## config.mk

```make
export PLATFORM = sky130hd
export DESIGN_NAME = pace_throttle
export DESIGN_NICKNAME = d
export VERILOG_FILES = /design/src/rtl/pace_pkg.sv /design/src/rtl/pace_grp_calc.sv /design/src/rtl/pace_byte_cnt.sv /design/src/rtl/pace_pause_tmr.sv /design/src/rtl/pace_throttle.sv
export SDC_FILE = /design/constraint.sdc
export NUM_CORES = 1
export LEC_CHECK = 0
export BUFFER_PORTS_ARGS = -buffer_cell sky130_fd_sc_hd__buf_2
export CORE_MARGIN = 2
export CORE_UTILIZATION = 54
export DETAILED_ROUTE_END_ITERATION = 7
export GPL_TIMING_DRIVEN = 0
export PLACE_DENSITY = 0.66
export SYNTH_ARGS = -nofsm -noshare
export SYNTH_HDL_FRONTEND = slang
export SYNTH_SLANG_ARGS = --single-unit
```

## constraint.sdc

```tcl
create_clock -name clk -period 7.9 [get_ports clk]
set_clock_uncertainty 0.1 [all_clocks]
set_input_delay 1.185 -clock clk [delete_from_list [all_inputs] [get_ports clk]]
set_output_delay 1.185 -clock clk [all_outputs]
set_load 0.01 [all_outputs]
```

## src/rtl/pace_pkg.sv

```systemverilog
package pace_pkg;
  // group size from the character-rate quotient (thousands of chars per second)
  function automatic int unsigned pace_group(input int unsigned quot, input int unsigned pause_ms);
    return quot * pause_ms;
  endfunction
  // one combined divide equals the nested integer divides
  function automatic int unsigned pace_quot(input int unsigned base, input int unsigned d,
                                            input int unsigned char_bits);
    return base / (d * char_bits * 1000);
  endfunction
endpackage

```

## src/rtl/pace_grp_calc.sv

```systemverilog
module pace_grp_calc import pace_pkg::*; #(
  parameter int BASE_BAUD = 115200,
  parameter int CHAR_BITS = 8,
  parameter int PAUSE_MS  = 10,
  parameter int DIV_W     = 16,
  parameter int GRP_W     = 16
) (
  input  logic             clk,
  input  logic             rst_n,
  input  logic             div_stb,
  input  logic [DIV_W-1:0] div_val,
  output logic [GRP_W-1:0] grp,
  output logic             grp_load
);
  localparam int DVD_W = $clog2(BASE_BAUD + 1);
  localparam int DEN_W = 32;
  localparam int IDX_W = (DVD_W > 1) ? $clog2(DVD_W) : 1;
  localparam logic [DVD_W-1:0] DVD  = DVD_W'(BASE_BAUD);
  localparam logic [DEN_W-1:0] UNIT = DEN_W'(CHAR_BITS * 1000);
  localparam logic [GRP_W-1:0] RST_GRP = GRP_W'(pace_group(pace_quot(BASE_BAUD, 1, CHAR_BITS), PAUSE_MS));

  logic             running;
  logic [IDX_W-1:0] idx;
  logic [DEN_W-1:0] den, rem;
  logic [DVD_W-1:0] quo;
  logic [DEN_W:0]   trial;
  logic             fits;
  logic [DEN_W-1:0] rem_nxt;
  logic [DVD_W-1:0] quo_nxt;
  logic             accept;

  assign accept  = div_stb && (div_val != '0);
  assign trial   = {rem, DVD[idx]};
  assign fits    = trial >= {1'b0, den};
  assign rem_nxt = fits ? DEN_W'(trial - {1'b0, den}) : trial[DEN_W-1:0];
  assign quo_nxt = {quo[DVD_W-2:0], fits};

  always_ff @(posedge clk) begin
    if (!rst_n) begin
      running  <= 1'b0;
      idx      <= '0;
      den      <= '0;
      rem      <= '0;
      quo      <= '0;
      grp      <= RST_GRP;
      grp_load <= 1'b0;
    end else begin
      grp_load <= 1'b0;
      if (accept) begin
        running <= 1'b1;
        idx     <= IDX_W'(DVD_W - 1);
        den     <= DEN_W'(div_val) * UNIT;
        rem     <= '0;
        quo     <= '0;
      end else if (running) begin
        rem <= rem_nxt;
        quo <= quo_nxt;
        if (idx == '0) begin
          running  <= 1'b0;
          grp      <= GRP_W'(pace_group(32'(quo_nxt), PAUSE_MS));
          grp_load <= 1'b1;
        end else begin
          idx <= idx - 1'b1;
        end
      end
    end
  end

  // a zero divisor must not launch a computation
  assert_zero_div_ignored_R3: assert property (@(posedge clk) disable iff (!rst_n)
    (div_stb && div_val == '0 && !running) |=> !running);
  // group size only moves together with a load pulse
  assert_grp_changes_on_load_R2: assert property (@(posedge clk) disable iff (!rst_n)
    !grp_load |-> $stable(grp) || $past(!rst_n));
endmodule

```

## src/rtl/pace_byte_cnt.sv

```systemverilog
module pace_byte_cnt #(
  parameter int GRP_W = 16
) (
  input  logic             clk,
  input  logic             rst_n,
  input  logic             wr,
  input  logic             load,
  input  logic [GRP_W-1:0] grp,
  output logic             wrap
);
  logic [GRP_W-1:0] cnt;
  logic [GRP_W-1:0] nxt;

  assign nxt  = cnt + 1'b1;
  assign wrap = wr && (grp != '0) && (nxt == grp);

  always_ff @(posedge clk) begin
    if (!rst_n)                     cnt <= '0;
    else if (load)                  cnt <= '0;
    else if (wr)                    cnt <= (grp == '0 || nxt == grp) ? '0 : nxt;
  end

  assert_cnt_below_group_R2: assert property (@(posedge clk) disable iff (!rst_n)
    (grp != '0) |-> (cnt < grp));
endmodule

```

## src/rtl/pace_pause_tmr.sv

```systemverilog
module pace_pause_tmr #(
  parameter int PAUSE_CYC = 1000000
) (
  input  logic clk,
  input  logic rst_n,
  input  logic start,
  output logic busy,
  output logic expire
);
  localparam int TW = (PAUSE_CYC > 1) ? $clog2(PAUSE_CYC) : 1;
  logic [TW-1:0] tmr;

  assign expire = busy && (tmr == '0);

  always_ff @(posedge clk) begin
    if (!rst_n) begin
      busy <= 1'b0;
      tmr  <= '0;
    end else if (start && !busy) begin
      busy <= 1'b1;
      tmr  <= TW'(PAUSE_CYC - 1);
    end else if (expire) begin
      busy <= 1'b0;
    end else if (busy) begin
      tmr <= tmr - 1'b1;
    end
  end

  // a running pause is never cut short or restarted
  assert_pause_holds_R9: assert property (@(posedge clk) disable iff (!rst_n)
    (busy && tmr != '0) |=> busy && (tmr == $past(tmr) - 1'b1));
endmodule

```

## src/rtl/pace_throttle.sv

```systemverilog
module pace_throttle #(
  parameter int BASE_BAUD  = 115200,
  parameter int CHAR_BITS  = 8,
  parameter int PAUSE_MS   = 10,
  parameter int CYC_PER_MS = 100000,
  parameter int DIV_W      = 16,
  parameter int GRP_W      = 16
) (
  input  logic             clk,
  input  logic             rst_n,
  input  logic             wr_stb,
  input  logic             tx_irq_en,
  input  logic             div_stb,
  input  logic [DIV_W-1:0] div_val,
  output logic             txrdy_set,
  output logic             pause_busy
);
  localparam int PAUSE_CYC = PAUSE_MS * CYC_PER_MS;

  logic [GRP_W-1:0] grp;
  logic             grp_load;
  logic             grp_wrap;
  logic             pause_start;
  logic             pause_expire;
  logic             imm_ready;

  pace_grp_calc #(
    .BASE_BAUD(BASE_BAUD), .CHAR_BITS(CHAR_BITS), .PAUSE_MS(PAUSE_MS),
    .DIV_W(DIV_W), .GRP_W(GRP_W)
  ) u_calc (
    .clk(clk), .rst_n(rst_n), .div_stb(div_stb), .div_val(div_val),
    .grp(grp), .grp_load(grp_load)
  );

  pace_byte_cnt #(.GRP_W(GRP_W)) u_cnt (
    .clk(clk), .rst_n(rst_n), .wr(wr_stb), .load(grp_load), .grp(grp), .wrap(grp_wrap)
  );

  assign pause_start = grp_wrap && tx_irq_en && !pause_busy;
  assign imm_ready   = wr_stb && tx_irq_en && !grp_wrap;

  pace_pause_tmr #(.PAUSE_CYC(PAUSE_CYC)) u_tmr (
    .clk(clk), .rst_n(rst_n), .start(pause_start), .busy(pause_busy), .expire(pause_expire)
  );

  always_ff @(posedge clk) begin
    if (!rst_n) txrdy_set <= 1'b0;
    else        txrdy_set <= imm_ready || pause_expire;
  end

  assert_no_pause_at_zero_R8: assert property (@(posedge clk) disable iff (!rst_n)
    (grp == '0) |-> !pause_start);
  assert_pause_no_ready_R5: assert property (@(posedge clk) disable iff (!rst_n)
    $rose(pause_busy) |-> !txrdy_set);
  assert_expiry_ready_R6: assert property (@(posedge clk) disable iff (!rst_n)
    $fell(pause_busy) |-> txrdy_set);
  assert_disabled_quiet_R7: assert property (@(posedge clk) disable iff (!rst_n)
    (wr_stb && !tx_irq_en && !pause_busy) |=> !pause_busy);
endmodule

```

=== Word-level counts from Yosys, hierarchy flattened ===
Memory sizes are Yosys's and may differ from the RTL's.
Cells that the tools add are included.

* Register bits: 131
* Bits in read-only memories: 32
* Input bits: 21
* Output and inout port bits: 2
* Word-level logic and storage cells: 75
* Memories kept: 1

* $add $sub $neg: 4
* $mul: 2
* $lt $le $gt $ge: 2
* Equal/unequal tests: 3
* Mux-type cells: 15
* Bitwise gates (word level): 5
* Reduce and logical (&&, ||, !) cells: 30

{| class="wikitable"
|+ Memories
! name !! words !! bits a word !! read ports !! clocked after Yosys merged registers in !! write ports !! RTL line !! RTL
|-
| (name not given) || 32 || 1 || 1 || 0 || 0 || pace_grp_calc.sv:33 || <nowiki>assign trial = {rem, DVD[idx]};</nowiki>
|}

{| class="wikitable"
|+ Operator list
! operator !! number
|-
| two-way mux 20 bit || 3
|-
| greater-or-equal comparator 33 x 29 -> 1 bit || 1
|-
| two-way mux 32 bit || 1
|-
| nonzero test 16 bit || 2
|-
| subtractor 32 x 29 -> 32 bit || 1
|-
| multiplier 16 x 7 -> 23 bit, second input constant || 1
|-
| zero test 20 bit || 1
|-
| subtractor 20 x 1 -> 20 bit, second input constant || 1
|-
| multiplier 17 x 3 -> 15 bit, second input constant || 1
|-
| adder 16 x 1 -> 16 bit, second input constant || 1
|-
| equality test 16 bit || 1
|-
| zero test 16 bit || 1
|-
| two-way mux 16 bit || 1
|-
| two-way mux 5 bit || 3
|-
| logical AND 1 bit || 9
|-
| AND reduction 2 bit || 4
|-
| two-way mux 1 bit || 7
|-
| < comparator 5 x 6 -> 1 bit, second input constant || 1
|-
| nonzero test 2 bit || 3
|-
| OR reduction 2 bit || 3
|-
| zero test 5 bit || 1
|-
| NOT 1 bit || 5
|-
| subtractor 5 x 1 -> 5 bit, second input constant || 1
|-
| inequality test 2 x 1 -> 1 bit, second input constant || 2
|-
| other kinds (4) || 6
|}

=== Longest topological paths before layout ===
* Word-level depth: 8
* Mapped depth: 23
* Gate-level depth less buffers: 22

=== By module ===
A second synthesis with hierarchy kept.

* Cell total of the unflattened synthesis: 1311
* Area, all modules: 11003.1 sq um

{| class="wikitable"
|+ By module, submodules not included
! module !! instances !! cells each !! area each (sq um) !! seq. area each (sq um)
|-
| pace_grp_calc || 1 || 971 || 8315.5 || 1821.7
|-
| pace_byte_cnt || 1 || 216 || 1562.7 || 320.3
|-
| pace_pause_tmr || 1 || 118 || 1081.0 || 420.4
|-
| pace_throttle || 1 || 6 || 43.8 || 20.0
|}

=== Worst setup path before layout ===
Ideal clock, no wire load.

* Kind: input to register
* Start point: input port div_val[0]
* End point: register u_calc.den[28]
* Library setup time: 128 ps
* Data arrival time: 5036 ps
* Required time: 7672 ps
* Path slack: 2636 ps
* Cell stages on the path: 16
* Buffers on the path: 0
* Cell sequence: fa_1 -> fa_1 -> inv_1 -> fa_1 -> fa_1 -> inv_1 -> ha_1 -> o21ai_0 -> o21bai_1 -> a21oi_1 -> o31ai_1 -> a41oi_1 -> a21oi_1 -> a31oi_1 -> xnor2_1 -> o22ai_1

* Cells in the longest elaborated chain, start to end: 2
* Elaborated cells between the ends (all ways): 3
* Classes of those cells: 1 x mul; 2 x reduce/logical

{| class="wikitable"
|+ Ends and longest elaborated chain
! what !! RTL line !! RTL
|-
| start, declared || pace_throttle.sv:14 || <nowiki>input logic [DIV_W-1:0] div_val,</nowiki>
|-
| branches (longest 2 deep; another with multiplier 16 x 7 -> 23 bit) || -- ||
|-
| end signal, assigned || pace_grp_calc.sv:52 || <nowiki>den <= DEN_W'(div_val) * UNIT;</nowiki>
|-
| end, declared || pace_grp_calc.sv:24 || <nowiki>logic [DEN_W-1:0] den, rem;</nowiki>
|}

Several ways; the timed one is not identified.
A chain may end at the register's enable or synchronous reset.

=== Worst setup path in the final report ===
Same ends and word-level chain as after synthesis.

==> impl_metrics.env <==
export IMPL_outcome="completed"
export IMPL_synth_compound_area_share=0.154
export IMPL_synth_edf_count=0
export IMPL_antenna_found_initial=0
export IMPL_cp_start_kind="primary input"
export IMPL_crit_fanout=6
export IMPL_die_x_um=142
export IMPL_gr_total_overflow=0
export IMPL_synth_top_family_by_area="adder cells"
export IMPL_row_count=50
export IMPL_drt_iter0_markers=298
export IMPL_postSynth_asyncResetShare=0
export IMPL_synth_top_cell_by_area="dfxtp_1"
export IMPL_place_hpwl_um=17900
export IMPL_place_inst=1455
export IMPL_cts_max_level=4
export IMPL_track_usage=0.237
export IMPL_fin_util=0.605
export IMPL_wl_per_cell_um=15.3
export IMPL_fin_cells=1487
export IMPL_setup_viol=0
export IMPL_worst_pin_slew_ns=0.999
export IMPL_cts_tree="built"
export IMPL_cp_arrival_ns=5.64
export IMPL_nets=1429
export IMPL_grt_first_pass_wirelength_um=38400
export IMPL_io_pins=23
export IMPL_fin_setup_tns_ns=0
export IMPL_dp_slack_ns=2.00
export IMPL_switching_share=0.399
export IMPL_gp_congestion=0.915
export IMPL_holdBufCountCts=0
export IMPL_crit_type="in2reg"
export IMPL_syn_num_nets=1388
export IMPL_firstDrtPassIters=6
export IMPL_drt_vias_per_instance=5.57
export IMPL_cp_startpoint="div_val[0]"
export IMPL_drtAntennaViolNets=0
export IMPL_power_frac_clock=0.260
export IMPL_finalPower_w=0.00321
export IMPL_yosys_warnings=0
export IMPL_min_from="u_calc.den[17]$_SDFFE_PN0P_"
export IMPL_num_vias=8289
export IMPL_die_area_um2=20200
export IMPL_synth_mux_area_frac=0.0434
export IMPL_hold_viol=0
export IMPL_synth_ff_type="dfxtp_1"
export IMPL_netlist_area_um2=10300
export IMPL_syn_inst=1199
export IMPL_synth_seq_cells=129
export IMPL_post_cts_buffers=0
export IMPL_clk_path_buf_depth=2
export IMPL_met2_usage=0.399
export IMPL_period_share=0.691
export IMPL_synth_commonest_cells="dfxtp_1, inv_1, ha_1, a21oi_1, nand2_1"
export IMPL_setup_ws_ns=2.44
export IMPL_numCtsBuffers=17
export IMPL_period_minus_slack_ns=5.46
export IMPL_fp_dieH_um=142
export IMPL_power_density_nw_per_um2=283
export IMPL_hp_class="reg2reg"
export IMPL_num_antenna_cells=0
export IMPL_core_um2=18700
export IMPL_grt_use_met3=0.0360
export IMPL_power_share_sequential=0.227
export IMPL_port_buffers=22
export IMPL_rr_startpoint="u_calc.den[8]$_SDFFE_PN0P_"
export IMPL_drc_errors=0
export IMPL_comb_power_share=0.513
export IMPL_yosys_area_share_simple=0.168
export IMPL_ctsResizeCount=0
export IMPL_grt_setup_unrepaired="no"
export IMPL_grt_busiest_layer="met2"
export IMPL_synthXorXnorAreaFrac=0.0715
export IMPL_grt_util_met1=0.312
export IMPL_peakVddDrop_mv=0.225
export IMPL_maxCapViolCount=0
export IMPL_synthAdderAreaFrac=0.245
export IMPL_netlist_top_cells_area="dfxtp_1, ha_1, fa_1"
export IMPL_switching_power_w=0.00128
export IMPL_cp_end_kind="flip-flop"
export IMPL_root_buffer="clkbuf_16"
export IMPL_drt_total_wl_um=22700
export IMPL_maxSlewHeadroom=0.329
export IMPL_synth_area_per_cell_um2=8.58
export IMPL_yosysSeqAreaShare=0.251
export IMPL_clock_latency_ns=0.42
export IMPL_power_leakage_nw=5.00
export IMPL_rrSetupSlack_ns=2.66
export IMPL_initial_core_util=0.550
export IMPL_slew_violations=0
export IMPL_fmax_mhz=183
export IMPL_synth_distinct_cells=70
export IMPL_area_growth_pct=10.0
export IMPL_cts_sinks=129
export IMPL_grt_pass1_vias=7952
export IMPL_power_internal_w=0.00193
export IMPL_worst_ep_required_time_ns=8.08
export IMPL_yosys_area_top_type_share=0.251
export IMPL_final_layout_size_suffix_gt1_frac=0.0702
export IMPL_cts_clk_slew_worst_paths_ns=0.06
export IMPL_grt_max_degree=17
-- metrics by stage --
| step | hold slack (ns) | cell area, um2 |
|---|---|---|
| after detailed placement | 0.343 | 10700 |
| after global routing | 0.381 | 11300 |
| after floorplan | 0.332 | 10300 |
| final | 0.351 | 11300 |
| after global placement | 0.341 | 10700 |
| after CTS | 0.351 | 11300 |
-- cell type report --
cell class	count	area, um2
Timing Repair Buffer	22	110
Tap cell	234	293
Inverter	130	488
Sequential cell	129	2580
Multi-Input combinational cell	898	7010
Clock inverter	15	200
Fill cell	1750	7390
Buffer	42	205
Clock buffer	17	425
-- state kept, by name, summed over array words and instances, names as in the netlist, 5 cells and up --
signal / cells
u_cnt.cnt: 16
u_calc.grp: 15
u_calc.den: 23
u_tmr.tmr: 20
u_calc.rem: 32
u_calc.quo: 14
u_calc.idx: 5
-- path summary, 6_finish.rpt --
| kind | to | cells after the start |
|---|---|---|
| setup / recovery | u_calc.den[28]$_SDFFE_PN0P_ | 17 |
| hold / removal | u_calc.den[17]$_SDFFE_PN0P_ | 2 |
| setup reg to reg | u_calc.grp[14]$_SDFFE_PN0P_ | 23 |
| hold reg to reg | u_calc.den[17]$_SDFFE_PN0P_ | 2 |
-- logic make-up after synthesis --
family | after synthesis
compound gates | 253
xor+xnor | 84
fa+ha+maj | 168
buf+inv | 172
flops | 129
mux | 44
simple gates | 349
-- power groups by stage --
stage               registers (W)  logic [W]  clock network [W]
floorplan                0.000733    0.00133                  0
global placement         0.000741    0.00163                  0
detailed placement       0.000742    0.00164                  0
CTS                      0.000727    0.00166           0.000846
global route             0.000732    0.00188           0.000878
finish                   0.000728    0.00165           0.000833
-- cells in the final DEF (no fill, tap or decap), drive strengths merged, types with 7 or more instances in the layout --
| cell | Yosys | final |
|---|---|---|
| nor2 | 89 | 89 |
| xnor2 | 55 | 55 |
| nand2 | 100 | 100 |
| o211ai | 9 | 9 |
| inv | 130 | 136 |
| nand3 | 35 | 35 |
| or3 | 7 | 7 |
| xor2 | 29 | 29 |
| buf | 16 | 38 |
| clkbuf | 26 | 43 |
| o21ai | 44 | 44 |
| dfxtp | 129 | 129 |
| mux2i | 39 | 39 |
| a21o | 12 | 12 |
| a211oi | 22 | 22 |
| nand4 | 7 | 7 |
| nand2b | 18 | 18 |
| a21boi | 7 | 7 |
| and3 | 14 | 14 |
| fa | 56 | 56 |
| o21bai | 7 | 7 |
| a31oi | 7 | 7 |
| a21oi | 102 | 102 |
| nor4 | 15 | 15 |
| nor3 | 23 | 23 |
| ha | 112 | 112 |
| nor2b | 9 | 9 |
-- routing by layer --
metal	vias up	share of wire
met5	-	0
met4	0	0.021
met3	31	0.025
met2	101	0.48
met1	3927	0.47
li1	4230	-
-- worst max-delay path, stage by stage --
cell and delay, ns:
buf_2 0.15, fa_1 0.54, fa_1 0.52, inv_1 0.06, fa_1 0.47, fa_1 0.51, inv_1 0.04, ha_1 0.32
o21ai_0 0.12, o21bai_1 0.14, a21oi_1 0.14, o31ai_1 0.57, a41oi_1 0.22, a21oi_1 0.25, a31oi_1 0.13, xnor2_1 0.17
o22ai_1 0.08
(Power assumes the default switching activity.)
